===== src/rtl/fsq_pkg.sv =====
package fsq_pkg;

  localparam int unsigned FSQ_CNT_W = 14;

  typedef struct packed {
    logic [FSQ_CNT_W-1:0] count;
    logic [2:0]           residue;
    logic                 overrun;
    logic                 crc_err;
  } fsq_entry_t;

  typedef enum logic [1:0] {
    SEL_STAT   = 2'd0,
    SEL_CNT_HI = 2'd1,
    SEL_CNT_LO = 2'd2,
    SEL_NONE   = 2'd3
  } fsq_sel_e;

endpackage


===== src/rtl/fsq_byte_counter.sv =====
module fsq_byte_counter #(
  parameter int unsigned W = 14
) (
  input  logic         clk,
  input  logic         rst_n,
  input  logic         framed_mode,
  input  logic         byte_stb,
  input  logic         flag_seen,
  output logic [W-1:0] count
);
  localparam logic [W-1:0] CNT_MAX = '1;

  logic         cnt_en;
  logic [W-1:0] cnt_d;

  always_comb begin
    cnt_en = flag_seen | (framed_mode & byte_stb & (count != CNT_MAX));
    cnt_d  = flag_seen ? '0 : count + 1'b1;
  end

  always_ff @(posedge clk or negedge rst_n) begin
    if (!rst_n)      count <= '0;
    else if (cnt_en) count <= cnt_d;
  end
endmodule


===== src/rtl/fsq_ring.sv =====
module fsq_ring
  import fsq_pkg::*;
#(
  parameter int unsigned DEPTH = 10,
  parameter int unsigned PTR_W = $clog2(DEPTH),
  parameter int unsigned OCC_W = $clog2(DEPTH + 1)
) (
  input  logic             clk,
  input  logic             rst_n,
  input  logic             enable,
  input  logic             push_req,
  input  logic             pop_req,
  input  fsq_entry_t       wr_entry,
  output fsq_entry_t       head_entry,
  output logic [OCC_W-1:0] occ,
  output logic             empty,
  output logic             push_acc,
  output logic             pop_acc,
  output logic             ovf
);
  localparam logic [PTR_W-1:0] LAST_PTR = PTR_W'(DEPTH - 1);
  localparam logic [OCC_W-1:0] FULL_OCC = OCC_W'(DEPTH);

  fsq_entry_t       mem [DEPTH];
  logic [PTR_W-1:0] head_q, tail_q, head_d, tail_d;
  logic [OCC_W-1:0] occ_d;
  logic             ovf_d, full;

  function automatic logic [PTR_W-1:0] ptr_inc(input logic [PTR_W-1:0] p);
    return (p == LAST_PTR) ? '0 : p + 1'b1;
  endfunction

  always_comb begin
    empty    = (occ == '0);
    full     = (occ == FULL_OCC);
    pop_acc  = enable & pop_req & ~empty;
    push_acc = enable & push_req & (~full | pop_acc);
    if (!enable) begin
      head_d = '0;
      tail_d = '0;
      occ_d  = '0;
      ovf_d  = 1'b0;
    end else begin
      head_d = pop_acc  ? ptr_inc(head_q) : head_q;
      tail_d = push_acc ? ptr_inc(tail_q) : tail_q;
      occ_d  = occ + OCC_W'(push_acc) - OCC_W'(pop_acc);
      ovf_d  = ovf | (push_req & full & ~pop_acc);
    end
  end

  always_ff @(posedge clk or negedge rst_n) begin
    if (!rst_n) begin
      head_q <= '0;
      tail_q <= '0;
      occ    <= '0;
      ovf    <= 1'b0;
    end else begin
      head_q <= head_d;
      tail_q <= tail_d;
      occ    <= occ_d;
      ovf    <= ovf_d;
    end
  end

  always_ff @(posedge clk) begin
    if (push_acc) mem[tail_q] <= wr_entry;
  end

  assign head_entry = mem[head_q];
endmodule


===== src/rtl/fsq_read_mux.sv =====
module fsq_read_mux
  import fsq_pkg::*;
(
  input  logic                 use_q,
  input  logic [1:0]           rd_sel,
  input  fsq_entry_t           head_entry,
  input  logic [FSQ_CNT_W-1:0] live_count,
  input  logic [2:0]           live_residue,
  input  logic                 live_overrun,
  input  logic                 live_crc_err,
  input  logic                 live_all_sent,
  input  logic                 live_parity,
  input  logic                 live_eof,
  input  logic                 ovf,
  output logic [7:0]           rd_data
);
  logic [7:0]           stat_byte;
  logic [FSQ_CNT_W-1:0] cnt_src;

  always_comb begin
    if (use_q) begin
      stat_byte = {1'b1, head_entry.crc_err, head_entry.overrun, live_parity,
                   head_entry.residue, live_all_sent};
      cnt_src   = head_entry.count;
    end else begin
      stat_byte = {live_eof, live_crc_err, live_overrun, live_parity,
                   live_residue, live_all_sent};
      cnt_src   = live_count;
    end
    unique case (fsq_sel_e'(rd_sel))
      SEL_STAT:   rd_data = stat_byte;
      SEL_CNT_HI: rd_data = {ovf, use_q, cnt_src[FSQ_CNT_W-1:8]};
      SEL_CNT_LO: rd_data = cnt_src[7:0];
      default:    rd_data = 8'h00;
    endcase
  end
endmodule


===== src/rtl/frame_stat_queue.sv =====
module frame_stat_queue
  import fsq_pkg::*;
#(
  parameter int unsigned DEPTH = 10
) (
  input  logic       clk,
  input  logic       rst_n,
  input  logic       q_enable,
  input  logic       framed_mode,
  input  logic       byte_stb,
  input  logic       flag_seen,
  input  logic       frame_end,
  input  logic [2:0] live_residue,
  input  logic       live_overrun,
  input  logic       live_crc_err,
  input  logic       live_all_sent,
  input  logic       live_parity,
  input  logic       live_eof,
  input  logic       rd_stb,
  input  logic [1:0] rd_sel,
  output logic [7:0] rd_data
);
  localparam int unsigned OCC_W = $clog2(DEPTH + 1);

  logic                 rst_meta_n, rst_sync_n;
  logic [FSQ_CNT_W-1:0] byte_count;
  fsq_entry_t           wr_entry, head_entry;
  logic [OCC_W-1:0]     occ;
  logic                 empty, push_acc, pop_acc, ovf, use_q, pop_req;

  always_ff @(posedge clk or negedge rst_n) begin
    if (!rst_n) begin
      rst_meta_n <= 1'b0;
      rst_sync_n <= 1'b0;
    end else begin
      rst_meta_n <= 1'b1;
      rst_sync_n <= rst_meta_n;
    end
  end

  fsq_byte_counter #(.W(FSQ_CNT_W)) u_cnt (
    .clk(clk), .rst_n(rst_sync_n), .framed_mode(framed_mode),
    .byte_stb(byte_stb), .flag_seen(flag_seen), .count(byte_count)
  );

  always_comb begin
    wr_entry.count   = byte_count;
    wr_entry.residue = live_residue;
    wr_entry.overrun = live_overrun;
    wr_entry.crc_err = live_crc_err;
    pop_req          = rd_stb & (rd_sel == SEL_STAT);
    use_q            = q_enable & ~empty;
  end

  fsq_ring #(.DEPTH(DEPTH)) u_ring (
    .clk(clk), .rst_n(rst_sync_n), .enable(q_enable),
    .push_req(frame_end), .pop_req(pop_req), .wr_entry(wr_entry),
    .head_entry(head_entry), .occ(occ), .empty(empty),
    .push_acc(push_acc), .pop_acc(pop_acc), .ovf(ovf)
  );

  fsq_read_mux u_mux (
    .use_q(use_q), .rd_sel(rd_sel), .head_entry(head_entry),
    .live_count(byte_count), .live_residue(live_residue),
    .live_overrun(live_overrun), .live_crc_err(live_crc_err),
    .live_all_sent(live_all_sent), .live_parity(live_parity),
    .live_eof(live_eof), .ovf(ovf), .rd_data(rd_data)
  );
endmodule


===== config.mk =====
export PLATFORM = sky130hd
export DESIGN_NAME = frame_stat_queue
export DESIGN_NICKNAME = d
export VERILOG_FILES = /design/src/rtl/fsq_pkg.sv /design/src/rtl/fsq_byte_counter.sv /design/src/rtl/fsq_ring.sv /design/src/rtl/fsq_read_mux.sv /design/src/rtl/frame_stat_queue.sv
export SDC_FILE = /design/constraint.sdc
export NUM_CORES = 1
export LEC_CHECK = 0
export ABC_AREA = 1
export BUFFER_PORTS_ARGS = -buffer_cell sky130_fd_sc_hd__buf_2
export CAP_MARGIN = 5
export CORE_MARGIN = 4
export CORE_UTILIZATION = 55
export DETAILED_ROUTE_END_ITERATION = 7
export PLACE_DENSITY = 0.74
export RECOVER_POWER = 25
export SLEW_MARGIN = 20
export SYNTH_ARGS = -nofsm -noshare
export SYNTH_HDL_FRONTEND = slang
export SYNTH_HIERARCHICAL = 1
export SYNTH_SLANG_ARGS = --single-unit

===== constraint.sdc =====
create_clock -name clk -period 1.5 [get_ports clk]
set_clock_uncertainty 0.1 [all_clocks]
set_input_delay 0.075 -clock clk [delete_from_list [all_inputs] [get_ports clk]]
set_output_delay 0.075 -clock clk [all_outputs]
set_load 0.03 [all_outputs]

==> results.tsv, run 1 <==
metric	value	unit
critPathMaxStageDelay	0.55	ns
drcViolationCount	0	
dp_slack	-0.5784	ns
ys_types	32	
syn_to_final_growth	39.62	%
ys_seq_area_frac	0.6214	
multi_input_area	0.003555	mm^2
min_period	2.606	ns
die_y	145.2	um
syn_avg_cell_area	9.435	um^2
nets	1311	
firstDrtPassIters	6	
worst_pin_slew	0.5307	ns
grt_start_max_net_pins	41	
antenna_found_initial	0	
fin_area	0.01445	mm^2
violations	setup timing	
synthCells	1097	
first_global_vias	8469	
crit_type	flop to output pin	
finalHoldViolations	0	
use_met1	0.3609	
ir_drop	0.001276	V
antennaDiodeCount	0	
fillers	942	
power_frac_comb	0.167	
drt_iter0_drc	1401	
place_area	0.01184	mm^2
power_leakage	6.396	nW
busiest_layer	met2	
yosysMostFrequentCell	nand2_1	
slew_headroom	0.6462	
cpMostUsedCell	nand3_1	
fin_crit_sh	1.738	
io_pins	26	
rows	49	
hpwl	15.41	mm
rsz0062_at_grt	yes	
worst_slack	-1.106	ns
layout-drive-gt1-share	0.2706	
clk_pin_slew	0.06	ns
via_count	9165	
die_area	0.02108	mm^2
synthDominantCellAreaShare	0.5513	
path_max_fanout	12	
grt-ovfl-total	0	
grt_pass1_wl	46.95	mm
synthArstFlopShare	0.1324	
totalWireLength	35.89	mm
critical-path-slowest-cell	dfrtp_4	
synth_common_cells	301 x nand2_1, 190 x edfxtp_1, 185 x inv_1	
worst_setup_path_end_kind	output pin	
hold_path_class	primary input to flop	
initial_utilization	0.5684	
syn_nets	1124	
cts_htree_levels	1	
clock-sinks	219	
synth_edf_count	190	
power_frac_clock	0.395	
cts_tree	done	
post_drt_wl_per_cell	23.45	um
regArea	0.006437	mm^2
yosysTopAreaCell	edfxtp_1	
cts_buffers	24	
via_per_inst	5.990	
synth.yosys.warnings	6	
setup_viol	225	
gr-usage-all-layers	0.2845	
p_sw	3.973	mW
clockRootBuffer	clkbuf_16	
p_seq_frac	0.438	
p_int	11.41	mW
synth-seq-cells	219	
cp-start-kind	flop	
synth_top_flop_cell	edfxtp_1	
synth.area.top_cells	edfxtp_1 55%, nand2_1 11%, nand3_1 8.5%	
switching_share	0.2583	
p_per_area	1065	mW/mm^2
slew_viol_final	0	
core	0.01821	mm^2
grtUsageMet2	0.4925	
required	1.32	ns
portBuffers	25	
worstPathArrival	2.43	ns
clockBufferDepth	3	
drv_cap	0	
grt_use_met3	0.04365	
die-width	145.2	um
status	finished, violations left	
path_cells	inv_6 > buf_12 > nand2_1 > nand3_1 > nand3_1 > nand3_1 > nand2_1 > inv_1 > nand2_2 > nand3_2 > nand3_4 > buf_6	
clock_latency	0.52	ns
place.gp.congestion	0.8587	
fin_util	0.7936	
postRouteAntennaNets	0	
syn_area	0.01035	mm^2
fmax	383.7	MHz
[power groups by stage]
stage / clock [mW] / combinational (mW) / sequential, mW
4_1_cts: 6.06 / 2.15 / 6.72
2_1_floorplan: 0 / 1.13 / 6.85
6_report: 6.08 / 2.57 / 6.74
3_5_place_dp: 0 / 1.67 / 6.85
3_3_place_gp: 0 / 1.63 / 6.85
5_1_grt: 6.36 / 2.68 / 6.74
[cell type report]
cell class	instances	area share
clock buffers	28	0.04260
flip-flops and latches	219	0.4455
clock inverters	15	0.01307
repair buffers	205	0.1819
well taps	229	0.01983
multi-input cells	642	0.2460
inverters	192	0.05109
[cells in the final DEF (no fill, tap or decap), types with 10 or more instances in the layout]
cell type	count
buf_16	16
nand3_4	12
nand2_2	29
nor2_1	51
edfxtp_1	190
buf_6	44
nor2_2	10
nand3_2	19
buf_2	12
nor2_4	12
or2_1	18
nand2_1	268
buf_4	67
buf_12	30
o21ai_0	20
inv_1	179
buf_8	10
clkbuf_16	34
dlygate4sd3_1	11
dfrtp_1	26
nand3_1	145
[stage by stage]
step	std cells	total power [mW]	setup TNS [ns]	hold slack [ns]
after floorplan	1097	7.979	-83.06	-0.3206
after global placement	1401	8.479	-74.38	-0.2406
after detailed placement	1401	8.519	-80.12	-0.2371
after CTS	1502	14.93	-173.27	0.04408
after global routing	1530	15.78	-179.53	0.09962
final	1530	15.38	-170.53	0.06544
[final timing paths]
check	from	end	slack, ns	cells after the start
worst min register to register	rst_sync_n	u_ring/occ[1]	0.12	0
min in group asynchronous	rst_sync_n	u_ring/occ[1]	0.12	0
worst max register to register	u_ring/occ[3]	u_ring/mem[5][0]	-0.93	14
max in group asynchronous	rst_sync_n	u_cnt/count[1]	0.67	1
worst max-delay path	u_ring/head_q[0]	rd_data[2]	-1.11	12
worst min-delay path	byte_stb	u_cnt/count[6]	0.07	6
[per-layer routing]
layer | share of wire | wire (um)
met1 | 0.33 | 11830
met2 | 0.48 | 17210
met3 | 0.11 | 4116
met4 | 0.076 | 2727
met5 | 0 | 0
[worst max-delay path, delay by kind of cell (launching register included)]
| kind | cells | cell delay [ns] |
|---|---|---|
| buffers and inverters | 4 | 0.55 |
| and+or+nand+nor | 8 | 0.81 |
| DFF | 1 | 0.55 |
[cell families (layout without fill, tap and decap cells)]
logic type / Yosys count / after routing / share of synthesized area
DFF: 219 / 219 / 0.6214
and+or+nand+nor: 593 / 594 / 0.2512
xor gates and xnor gates: 4 / 4 / 0.003386
other: 1 / 1 / 0.0003623
buffers and inverters: 237 / 440 / 0.09538
adders and majority gates: 9 / 9 / 0.01161
AOI/OAI and AO/OA: 34 / 34 / 0.01668
[registers in the layout, indices dropped and copies added (netlist names)]
register / flops
rst_meta_n: 1
rst_sync_n: 1
u_cnt/count: 14
u_ring/head_q: 4
u_ring/mem: 190
u_ring/occ: 4
u_ring/ovf: 1
u_ring/tail_q: 4
[repair_timing]
item	in CTS	in global routing
hold buffers	11	0
setup buffers	30	32
gates cloned	18	13
endpoints found under the setup margin	223	225
gates resized for setup	83	101
hold endpoints to repair	74	0
pin swaps	13	42
(Power assumes the default switching activity.)
==> run 2: changes to the inputs <==
GPL_ROUTABILITY_DRIVEN = 0   (was not set)
REMOVE_ABC_BUFFERS = 1   (was not set)
SKIP_LAST_GASP = 1   (was not set)
==> results.tsv, run 2 (synthesis gave the netlist of run 1 again) <==
metric	value	unit
setup_viol	224	
rsz0062_at_grt	yes	
via_per_inst	6.062	
reg2reg_to	u_ring/mem[3][6]	
die_y	145.2	um
hpwl	15.82	mm
gr-usage-all-layers	0.2996	
fin_crit_sh	1.776	
fin_area	0.01434	mm^2
worst_slack	-1.164	ns
top_regs	u_ring/mem: 190 flops, u_cnt/count: 14 flops	
fin_cells	1537	
min_path_cells	5	
total_power	15.06	mW
clk_pin_slew	0.07	ns
worst_pin_slew	0.6413	ns
top_register	u_ring/mem	
grt-ovfl-total	0	
r2r_start	u_ring/occ[3]	
placed_cells	1411	
worstPathArrival	2.49	ns
clock_latency	0.53	ns
clockBufferDepth	3	
core	0.01821	mm^2
antenna_found_initial	0	
die-width	145.2	um
layout_commonest_cell	nand2_1	
slew_viol_final	0	
reg2reg_slack	-0.81	ns
hold_path_class	primary input to flop	
totalWireLength	36.38	mm
first_global_vias	8626	
postRouteAntennaNets	0	
slew_headroom	0.5711	
clock-sinks	219	
reg2reg_depth	13	
critPathMaxStageDelay	0.50	ns
path_max_fanout	7	
via_count	9318	
dp_slack	-0.5648	ns
drt_iter0_drc	1300	
status	finished, violations left	
cp-start-kind	flop	
worst_setup_path_end_kind	output pin	
fmax	375.3	MHz
crit_type	flop to output pin	
drv_cap	0	
fillers	951	
cts_buffers	24	
drcViolationCount	0	
die_area	0.02108	mm^2
cts_tree	done	
io_pins	26	
clockRootBuffer	clkbuf_16	
p_per_area	1051	mW/mm^2
layout-drive-gt1-share	0.3005	
critical-path-slowest-cell	dfrtp_4	
largest_register_ffs	190	
grt_start_max_net_pins	32	
firstDrtPassIters	6	
violations	setup timing	
syn_to_final_growth	38.50	%
crit_start	u_ring/head_q[0]	
power_leakage	6.426	nW
place_area	0.01161	mm^2
worstSetupEndpoint	rd_data[7]	
grt_pass1_wl	49.22	mm
min_period	2.664	ns
fin_util	0.7873	
path_cells	buf_12 > buf_12 > buf_4 > nand2_1 > nand3_1 > nand3_1 > nand3_1 > nand2_1 > inv_1 > nand2_1 > nand3_2 > nand3_2 > buf_6	
finalHoldViolations	0	
cts_htree_levels	1	
portBuffers	25	
post_drt_wl_per_cell	23.67	um
ir_drop	0.0007903	V
antennaDiodeCount	0	
final_cell_mix	263 x nand2_1, 190 x edfxtp_1, 178 x inv_1	
nets	1317	
required	1.32	ns
rows	49	
initial_utilization	0.5684	
[run 2: cell count changes in the layout (fill, tap and decap cells not counted), sizes merged]
cell and change:
buf +8, clkbuf +3, bufbuf +2, inv -1, bufinv -4, clkinv -1
[run 2: through the flow]
step,hold slack (ns),TNS (ns)
after floorplan,-0.3206,-244.80
after CTS,0.01685,-134.17
final,0.04760,-137.03
after detailed placement,-0.2367,-84.88
after global routing,0.07879,-148.73
after global placement,-0.2390,-77.53
[run 2: routing by layer]
| layer | wire length (um) | global-route usage | vias up |
|---|---|---|---|
| met1 | 11890 | 0.3793 | 4331 |
| met5 | 0 | 0 | - |
| met2 | 17310 | 0.5134 | 835 |
| met3 | 4503 | 0.05457 | 226 |
| li1 | - | - | 3926 |
| met4 | 2669 | 0.1225 | 0 |
[run 2: critical path, delay by kind of cell (launching register included)]
family / cells / cell delay, ns
buffers and inverters: 5 / 0.68
DFF: 1 / 0.50
and+or+nand+nor: 8 / 0.78
[run 2: what timing repair did]
action,in CTS,in global routing
pin swaps,36,57
setup buffers,39,21
endpoints found under the hold margin,76,0
endpoints found under the setup margin,224,225
cloned,17,6
hold buffers,11,0
resized for setup,152,123
[run 2: how the worst min path moves through the flow]
| stage | from | slack (ns) | to |
|---|---|---|---|
| 4_1_cts | byte_stb | 0.02 | u_cnt/count[3] |
| 3_5_place_dp | rst_n | -0.24 | rst_meta_n |
| 6_report | byte_stb | 0.05 | u_cnt/count[3] |
| 3_3_place_gp | rst_n | -0.24 | rst_meta_n |
| 2_1_floorplan | rst_n | -0.32 | rst_meta_n |
| 5_1_grt | byte_stb | 0.08 | u_cnt/count[7] |
[run 2: layout make-up]
type / count / area (um^2) / area share
clock buffer: 35 / 714.4 / 0.04984
clock inverter: 9 / 62.56 / 0.004364
inverter: 192 / 733.2 / 0.05115
multi-input combinational: 642 / 3607 / 0.2516
sequential: 219 / 6435 / 0.4489
tap: 229 / 286.5 / 0.01999
timing repair buffer: 211 / 2496 / 0.1741
[run 2: report_power, final]
group	leakage, nW	internal [mW]	switching (mW)
logic	3.86	1.06	1.43
clock network	0.385	3.33	2.53
registers	2.18	6.67	0.0429
